### src/rtl/smb_clkctl_pkg.sv
package smb_clkctl_pkg;

  localparam int DW       = 8;
  localparam int NREG     = 8;
  localparam int IDX_MODE = 0;
  localparam int IDX_OE   = 1;
  localparam int IDX_STP  = 2;
  localparam int IDX_VID  = 4;
  localparam int IDX_DID  = 5;
  localparam int IDX_LEN  = 6;

  typedef enum logic [2:0] {
    S_IDLE, S_ADDR, S_INDEX, S_COUNT, S_WDATA, S_RBYTE
  } smb_st_e;

  function automatic logic [DW-1:0] addr_byte(input logic [6:0] a7, input logic rd);
    return {a7, rd};
  endfunction

  function automatic logic [DW-1:0] next_index(input logic [DW-1:0] idx);
    return idx + 8'd1;
  endfunction

  // Which bits of each index the host may change.
  function automatic logic [DW-1:0] reg_wmask(input int i);
    case (i)
      IDX_MODE:        return 8'hC7;
      IDX_OE, IDX_STP: return 8'hFF;
      IDX_LEN:         return 8'hFF;
      default:         return 8'h00;
    endcase
  endfunction

  function automatic logic [DW-1:0] reg_init(input int i, input logic [3:0] rev,
                                             input logic [DW-1:0] dev);
    case (i)
      IDX_MODE: return 8'h07;
      IDX_OE:   return 8'hFF;
      IDX_STP:  return 8'h00;
      IDX_VID:  return {rev, 4'b0001};
      IDX_DID:  return dev;
      IDX_LEN:  return 8'h07;
      default:  return 8'h00;
    endcase
  endfunction

endpackage

### src/rtl/smb_bus_events.sv
module smb_bus_events (
  input  logic clk,
  input  logic rst_n,
  input  logic scl_i,
  input  logic sda_i,
  output logic scl_rise,
  output logic scl_fall,
  output logic start_evt,
  output logic stop_evt
);
  logic scl_q, sda_q;

  always_ff @(posedge clk or negedge rst_n) begin
    if (!rst_n) begin
      scl_q <= 1'b1;
      sda_q <= 1'b1;
    end else begin
      scl_q <= scl_i;
      sda_q <= sda_i;
    end
  end

  assign scl_rise  = !scl_q && scl_i;
  assign scl_fall  = scl_q && !scl_i;
  assign start_evt = scl_q && scl_i && sda_q && !sda_i;
  assign stop_evt  = scl_q && scl_i && !sda_q && sda_i;
endmodule

### src/rtl/smb_regbank.sv
module smb_regbank
  import smb_clkctl_pkg::*;
#(
  parameter logic [3:0]    REV_ID = 4'h0,
  parameter logic [DW-1:0] DEV_ID = 8'h81
) (
  input  logic          clk,
  input  logic          rst_n,
  input  logic          wr_en,
  input  logic [DW-1:0] wr_idx,
  input  logic [DW-1:0] wr_data,
  input  logic [DW-1:0] rd_idx,
  output logic [DW-1:0] rd_data,
  output logic [DW-1:0] mode_q,
  output logic [DW-1:0] oe_q,
  output logic [DW-1:0] stp_q,
  output logic [DW-1:0] len_q
);
  localparam int IW = $clog2(NREG);

  logic [DW-1:0] bank [NREG];

  for (genvar i = 0; i < NREG; i++) begin : g_reg
    localparam logic [DW-1:0] MASK = reg_wmask(i);
    always_ff @(posedge clk or negedge rst_n) begin
      if (!rst_n)
        bank[i] <= reg_init(i, REV_ID, DEV_ID);
      else if (wr_en && (wr_idx == DW'(i)))
        bank[i] <= (bank[i] & ~MASK) | (wr_data & MASK);
    end
  end

  assign rd_data = (rd_idx < DW'(NREG)) ? bank[rd_idx[IW-1:0]] : '0;
  assign mode_q  = bank[IDX_MODE];
  assign oe_q    = bank[IDX_OE];
  assign stp_q   = bank[IDX_STP];
  assign len_q   = bank[IDX_LEN];

  // Without a write strobe from the engine the control outputs hold.
  p_bank_quiet_r8: assert property (@(posedge clk) disable iff (!rst_n)
    !wr_en |=> ($stable(mode_q) && $stable(oe_q) && $stable(stp_q) && $stable(len_q)));
endmodule

### src/rtl/smb_engine.sv
module smb_engine
  import smb_clkctl_pkg::*;
#(
  parameter logic [6:0] ADDR7 = 7'h6E
) (
  input  logic          clk,
  input  logic          rst_n,
  input  logic          scl_i,
  input  logic          sda_i,
  input  logic          scl_rise,
  input  logic          scl_fall,
  input  logic          start_evt,
  input  logic          stop_evt,
  input  logic [DW-1:0] rd_data,
  input  logic [DW-1:0] len_i,
  output logic          sda_oe,
  output logic          wr_en,
  output logic [DW-1:0] wr_idx,
  output logic [DW-1:0] wr_data,
  output logic [DW-1:0] rd_idx
);
  localparam logic [DW-1:0] WR_BYTE = addr_byte(ADDR7, 1'b0);
  localparam logic [DW-1:0] RD_BYTE = addr_byte(ADDR7, 1'b1);
  localparam logic [3:0]    NBITS   = 4'(DW);

  smb_st_e       st, st_next;
  logic [3:0]    bcnt;
  logic [DW-1:0] shreg, idx, wleft, rleft;
  logic          rx_ack, tx_ack, host_ack, oe_q;
  logic          rx_state, byte_done, ack_this, addr_bad_evt;

  assign rx_state  = (st == S_ADDR) || (st == S_INDEX) || (st == S_COUNT) || (st == S_WDATA);
  assign byte_done = rx_state && !rx_ack && scl_fall && (bcnt == NBITS);

  always_comb begin
    ack_this = 1'b0;
    st_next  = st;
    case (st)
      S_ADDR: begin
        ack_this = (shreg == WR_BYTE) || (shreg == RD_BYTE);
        st_next  = (shreg == RD_BYTE) ? S_RBYTE : S_INDEX;
      end
      S_INDEX: begin ack_this = 1'b1; st_next = S_COUNT; end
      S_COUNT: begin ack_this = 1'b1; st_next = S_WDATA; end
      S_WDATA: begin ack_this = (wleft != '0); st_next = S_WDATA; end
      default: ;
    endcase
  end

  assign wr_en        = byte_done && (st == S_WDATA) && (wleft != '0);
  assign wr_idx       = idx;
  assign wr_data      = shreg;
  assign rd_idx       = idx;
  assign addr_bad_evt = byte_done && (st == S_ADDR) && !ack_this;
  assign sda_oe       = oe_q;

  always_ff @(posedge clk or negedge rst_n) begin
    if (!rst_n) begin
      st <= S_IDLE; bcnt <= '0; shreg <= '0; idx <= '0; wleft <= '0; rleft <= '0;
      rx_ack <= 1'b0; tx_ack <= 1'b0; host_ack <= 1'b0; oe_q <= 1'b0;
    end else if (start_evt || stop_evt) begin
      st     <= start_evt ? S_ADDR : S_IDLE;
      bcnt   <= '0;
      rx_ack <= 1'b0;
      tx_ack <= 1'b0;
      oe_q   <= 1'b0;
    end else if (rx_ack) begin
      // End of the acknowledge we are driving.
      if (scl_fall) begin
        rx_ack <= 1'b0;
        bcnt   <= '0;
        if (st == S_RBYTE) begin
          shreg <= len_i;
          rleft <= len_i;
          oe_q  <= ~len_i[DW-1];
        end else begin
          oe_q <= 1'b0;
        end
      end
    end else if (rx_state) begin
      if (scl_rise && (bcnt != NBITS)) begin
        shreg <= {shreg[DW-2:0], sda_i};
        bcnt  <= bcnt + 4'd1;
      end
      if (byte_done) begin
        if (ack_this) begin
          rx_ack <= 1'b1;
          oe_q   <= 1'b1;
          st     <= st_next;
        end else begin
          st   <= S_IDLE;
          bcnt <= '0;
        end
        if (st == S_INDEX) idx   <= shreg;
        if (st == S_COUNT) wleft <= shreg;
        if (wr_en) begin
          idx   <= next_index(idx);
          wleft <= wleft - 8'd1;
        end
      end
    end else if (st == S_RBYTE) begin
      if (tx_ack) begin
        if (scl_rise) host_ack <= ~sda_i;
        if (scl_fall) begin
          tx_ack <= 1'b0;
          bcnt   <= '0;
          if (host_ack) begin
            if (rleft != '0) begin
              shreg <= rd_data;
              oe_q  <= ~rd_data[DW-1];
              idx   <= next_index(idx);
              rleft <= rleft - 8'd1;
            end else begin
              shreg <= '1;
              oe_q  <= 1'b0;
            end
          end else begin
            st   <= S_IDLE;
            oe_q <= 1'b0;
          end
        end
      end else begin
        if (scl_rise && (bcnt != NBITS)) bcnt <= bcnt + 4'd1;
        if (scl_fall) begin
          if (bcnt == NBITS) begin
            oe_q   <= 1'b0;
            tx_ack <= 1'b1;
          end else if (bcnt != '0) begin
            shreg <= {shreg[DW-2:0], 1'b1};
            oe_q  <= ~shreg[DW-2];
          end
        end
      end
    end
  end

  p_oe_rise_scl_low_r10: assert property (@(posedge clk) disable iff (!rst_n)
    $rose(sda_oe) |-> !scl_i);
  p_stop_releases_r9: assert property (@(posedge clk) disable iff (!rst_n)
    stop_evt |=> !sda_oe);
  p_write_acked_r2: assert property (@(posedge clk) disable iff (!rst_n)
    wr_en |=> sda_oe);
  p_bad_addr_nack_r1: assert property (@(posedge clk) disable iff (!rst_n)
    addr_bad_evt |=> !sda_oe);
  p_idle_quiet_r5: assert property (@(posedge clk) disable iff (!rst_n)
    (st == S_IDLE) |-> !sda_oe);
endmodule

### src/rtl/smb_clkctl_regs.sv
module smb_clkctl_regs
  import smb_clkctl_pkg::*;
#(
  parameter logic [6:0]    ADDR7  = 7'h6E,
  parameter logic [3:0]    REV_ID = 4'h0,
  parameter logic [DW-1:0] DEV_ID = 8'h81
) (
  input  logic          clk,
  input  logic          rst_n,
  input  logic          scl_i,
  input  logic          sda_i,
  output logic          sda_oe,
  output logic          pd_float,
  output logic          stop_float,
  output logic          bw_low,
  output logic          pll_mode,
  output logic          full_rate,
  output logic [DW-1:0] out_en,
  output logic [DW-1:0] out_stoppable,
  output logic [DW-1:0] read_len
);
  logic scl_rise, scl_fall, start_evt, stop_evt;
  logic wr_en;
  logic [DW-1:0] wr_idx, wr_data, rd_idx, rd_data, mode_q;

  smb_bus_events u_evt (
    .clk(clk), .rst_n(rst_n), .scl_i(scl_i), .sda_i(sda_i),
    .scl_rise(scl_rise), .scl_fall(scl_fall),
    .start_evt(start_evt), .stop_evt(stop_evt)
  );

  smb_engine #(.ADDR7(ADDR7)) u_eng (
    .clk(clk), .rst_n(rst_n), .scl_i(scl_i), .sda_i(sda_i),
    .scl_rise(scl_rise), .scl_fall(scl_fall),
    .start_evt(start_evt), .stop_evt(stop_evt),
    .rd_data(rd_data), .len_i(read_len), .sda_oe(sda_oe),
    .wr_en(wr_en), .wr_idx(wr_idx), .wr_data(wr_data), .rd_idx(rd_idx)
  );

  smb_regbank #(.REV_ID(REV_ID), .DEV_ID(DEV_ID)) u_bank (
    .clk(clk), .rst_n(rst_n), .wr_en(wr_en), .wr_idx(wr_idx), .wr_data(wr_data),
    .rd_idx(rd_idx), .rd_data(rd_data), .mode_q(mode_q), .oe_q(out_en),
    .stp_q(out_stoppable), .len_q(read_len)
  );

  assign pd_float   = mode_q[7];
  assign stop_float = mode_q[6];
  assign bw_low     = mode_q[2];
  assign pll_mode   = mode_q[1];
  assign full_rate  = mode_q[0];
endmodule

### config.mk
export PLATFORM = sky130hd
export DESIGN_NAME = smb_clkctl_regs
export DESIGN_NICKNAME = d
export VERILOG_FILES = /design/src/rtl/smb_clkctl_pkg.sv /design/src/rtl/smb_bus_events.sv /design/src/rtl/smb_regbank.sv /design/src/rtl/smb_engine.sv /design/src/rtl/smb_clkctl_regs.sv
export SDC_FILE = /design/constraint.sdc
export NUM_CORES = 1
export LEC_CHECK = 0
export BUFFER_PORTS_ARGS = -buffer_cell sky130_fd_sc_hd__buf_2
export CELL_PAD_IN_SITES_DETAIL_PLACEMENT = 1
export CELL_PAD_IN_SITES_GLOBAL_PLACEMENT = 1
export CORE_ASPECT_RATIO = 1.75
export CORE_MARGIN = 10
export CORE_UTILIZATION = 43
export CTS_CLUSTER_DIAMETER = 30
export DETAILED_ROUTE_END_ITERATION = 10
export PLACE_DENSITY_LB_ADDON = 0.05
export SYNTH_ARGS = -nofsm -noshare
export SYNTH_HDL_FRONTEND = slang
export SYNTH_HIERARCHICAL = 1
export SYNTH_SLANG_ARGS = --single-unit
### constraint.sdc
create_clock -name clk -period 2.95 [get_ports clk]
set_clock_uncertainty 0.2 [all_clocks]
set_input_delay 0.1475 -clock clk [delete_from_list [all_inputs] [get_ports clk]]
set_output_delay 0.1475 -clock clk [all_outputs]
set_load 0.005 [all_outputs]
==> summary.txt <==
Final layout
  – Commonest cells after routing, fill and taps aside: 58 x dfrtp_1, 50 x nor2_1, 37 x buf_4
  – Number of antenna cells inserted: 0
  – Area Overhead vs Synth: 17.5%
  – Final Cell Area: 0.00545 mm^2
  – Filler cell count: 1262
  – Final Util: 0.512
  – Share of layout cells above drive strength 1: 0.298
  – Commonest non-fill, non-tap cell in the layout: dfrtp_1
  – Layout Nets: 554

Routing
  – Post-route ant nets: 0
  – Vias: 4083
  – Initial DRC count: 142
  – Vias per cell: 6.00
  – Drt total wl: 14500 um
  – DRC Markers: 0
  – WL/cell: 21.3 um
  – DR pass1 iterations: 5

Critical path
  – Critical path launch point type: flip-flop
  – Reg2reg end: u_bank/len_q[3]$_DFFE_PN0P_
  – Worst setup EP type: flip-flop
  – Reg2reg setup slack: 80 ps
  – Req. time, crit path: 2970 ps
  – Worst R2R Start: u_evt/scl_q$_DFF_PN1_
  – WS Path Type: reg2reg
  – Max Fanout on Critical Path: 8
  – Worst Reg2Reg Path Length in Cells: 8
  – CP Data Arrival Time: 2880 ps

Pwr
  – Leakage: 2.42 nW
  – Design Power: 4.24 mW
  – Power Density: 779 mW/mm^2
  – Worst IR Drop VDD: 555 uV

Global route
  – Gr ovfl total: 0
  – Largest net degree at the start of global routing: 75
  – Initial antenna violation count: 0
  – Vias in the first global route: 4309
  – First-pass GRT wire length: 23700 um
  – GRT Total Usage: 0.188

Status
  – Status: complete, no violations

Placement
  – Hpwl dp: 10800 um
  – Placed instance area: 0.00507 mm^2
  – IO buf count: 33
  – Routability cong.: 0.859

STA
  – Hold Violations, Final: 0
  – Slew @ Worst Pin: 1000 ps
  – Fin crit share: 0.971
  – Final setup vio count: 0
  – Fin crit period: 2870 ps
  – Worst slew margin: 0.331
  – Unrepaired setup endpoints after global routing: true
  – Final Max Tran Viols: 0
  – Fmax: 349 MHz

Clock tree
  – Clock slew at reported path FFs: 60 ps
  – # clock sinks: 74
  – Root buffer cell: clkbuf_16
  – TritonCTS clock tree: yes
  – CTS Buf Count: 9
  – H-tree Lvls: 3
  – Clock Path Buffers: 2
  – Clk Latency, worst-skew pair: 340 ps

Floorplan
  – Die Wd: 98.5 um
  – Die area: 0.0155 mm^2
  – Core Area: 0.0106 mm^2
  – I/O pins: 34
  – Starting Density: 0.436
  – Die height: 157 um
  – # rows: 50

Min path
  – Worst min path class: in2async

Synthesis
  – Post-synthesis cell area: 0.00464 mm^2
  – Syn_area_per_cell: 9.44 um^2
  – Synthesized instance count: 491
  – Syn nets: 500
  – Yosys warns: 6

Job
  – Maximum capacitance violations: 0
per-stage QoR:
stage               worst slack [ps]  TNS [ps]  hold slack (ps)  instances
finish                          84.2         0              291        680
global route                   -2.80     -2.80              323        680
CTS                             70.9         0              298        679
detailed placement             -15.9     -30.2             96.1        660
global placement                34.5         0             95.9        660
floorplan                       18.1         0             -348        491
metal layers:
| metal | track usage | wire, um | vias to the layer above |
|---|---|---|---|
| met1 | 0.210 | 5730 | 2073 |
| met3 | 0.0312 | 412 | 17 |
| met2 | 0.349 | 8020 | 67 |
| li1 | - | - | 1926 |
| met4 | 0.0644 | 328 | 0 |
| met5 | 0 | 0 | - |
layout make-up:
cell class	count	area (um^2)	area share
clock buffers	10	229	0.0420
clock inverters	6	90.1	0.0165
inverters	19	71.3	0.0131
multi-input cells	368	2540	0.466
flip-flops and latches	74	1870	0.343
well taps	130	163	0.0298
repair buffers	73	488	0.0895
power by group:
part	total [mW]	internal [mW]	switching [mW]	leakage [nW]
logic	1.63	0.662	0.972	1.34
clock network	1.20	0.744	0.459	0.153
registers	1.41	1.17	0.239	0.929
total	4.24	2.57	1.67	2.42
worst max path at each step:
stage	from	to	slack, ps	cells after the start
2_1_floorplan	u_evt/scl_q$_DFF_PN1_	u_bank/stp_q[0]$_DFFE_PN0P_	20	8
3_3_place_gp	u_evt/scl_q$_DFF_PN1_	u_bank/len_q[3]$_DFFE_PN0P_	30	8
3_5_place_dp	u_evt/scl_q$_DFF_PN1_	u_bank/len_q[3]$_DFFE_PN0P_	-20	8
4_1_cts	u_evt/scl_q$_DFF_PN1_	u_bank/len_q[3]$_DFFE_PN0P_	70	8
5_1_grt	u_evt/scl_q$_DFF_PN1_	u_bank/len_q[3]$_DFFE_PN0P_	-3	8
6_report	u_evt/scl_q$_DFF_PN1_	u_bank/len_q[3]$_DFFE_PN0P_	80	8
flip-flops by register name, indices dropped and copies added, names as in the netlist:
name,cells
u_bank/stp_q,8
u_bank/len_q,8
u_evt/scl_q,1
u_eng/sda_oe,1
u_bank/mode_q,5
u_eng/rleft,8
u_eng/wr_data,8
u_eng/rd_idx,8
u_bank/oe_q,8
u_eng/tx_ack,1
u_eng/host_ack,1
u_evt/sda_q,1
u_eng/rx_ack,1
u_eng/st,3
u_eng/wleft,8
u_eng/bcnt,4
worst max-delay path: stages, from the launching register on:
cell and delay [ps]:
dfstp_2 530, nor2b_4 140, nand4b_1 150, nor4_2 250, nand2_1 150, inv_2 70, or4bb_4 540, or3_4 410
mux2_2 310
what timing repair did:
action                                 CTS  global route
pin swaps                                0             1
buffers inserted                         0             1
endpoints found under the hold margin   61             0
hold buffers                             3             0
resized for setup                        1             3
setup endpoints to repair                5            18
Note: power is estimated with default switching activity, not from simulation.
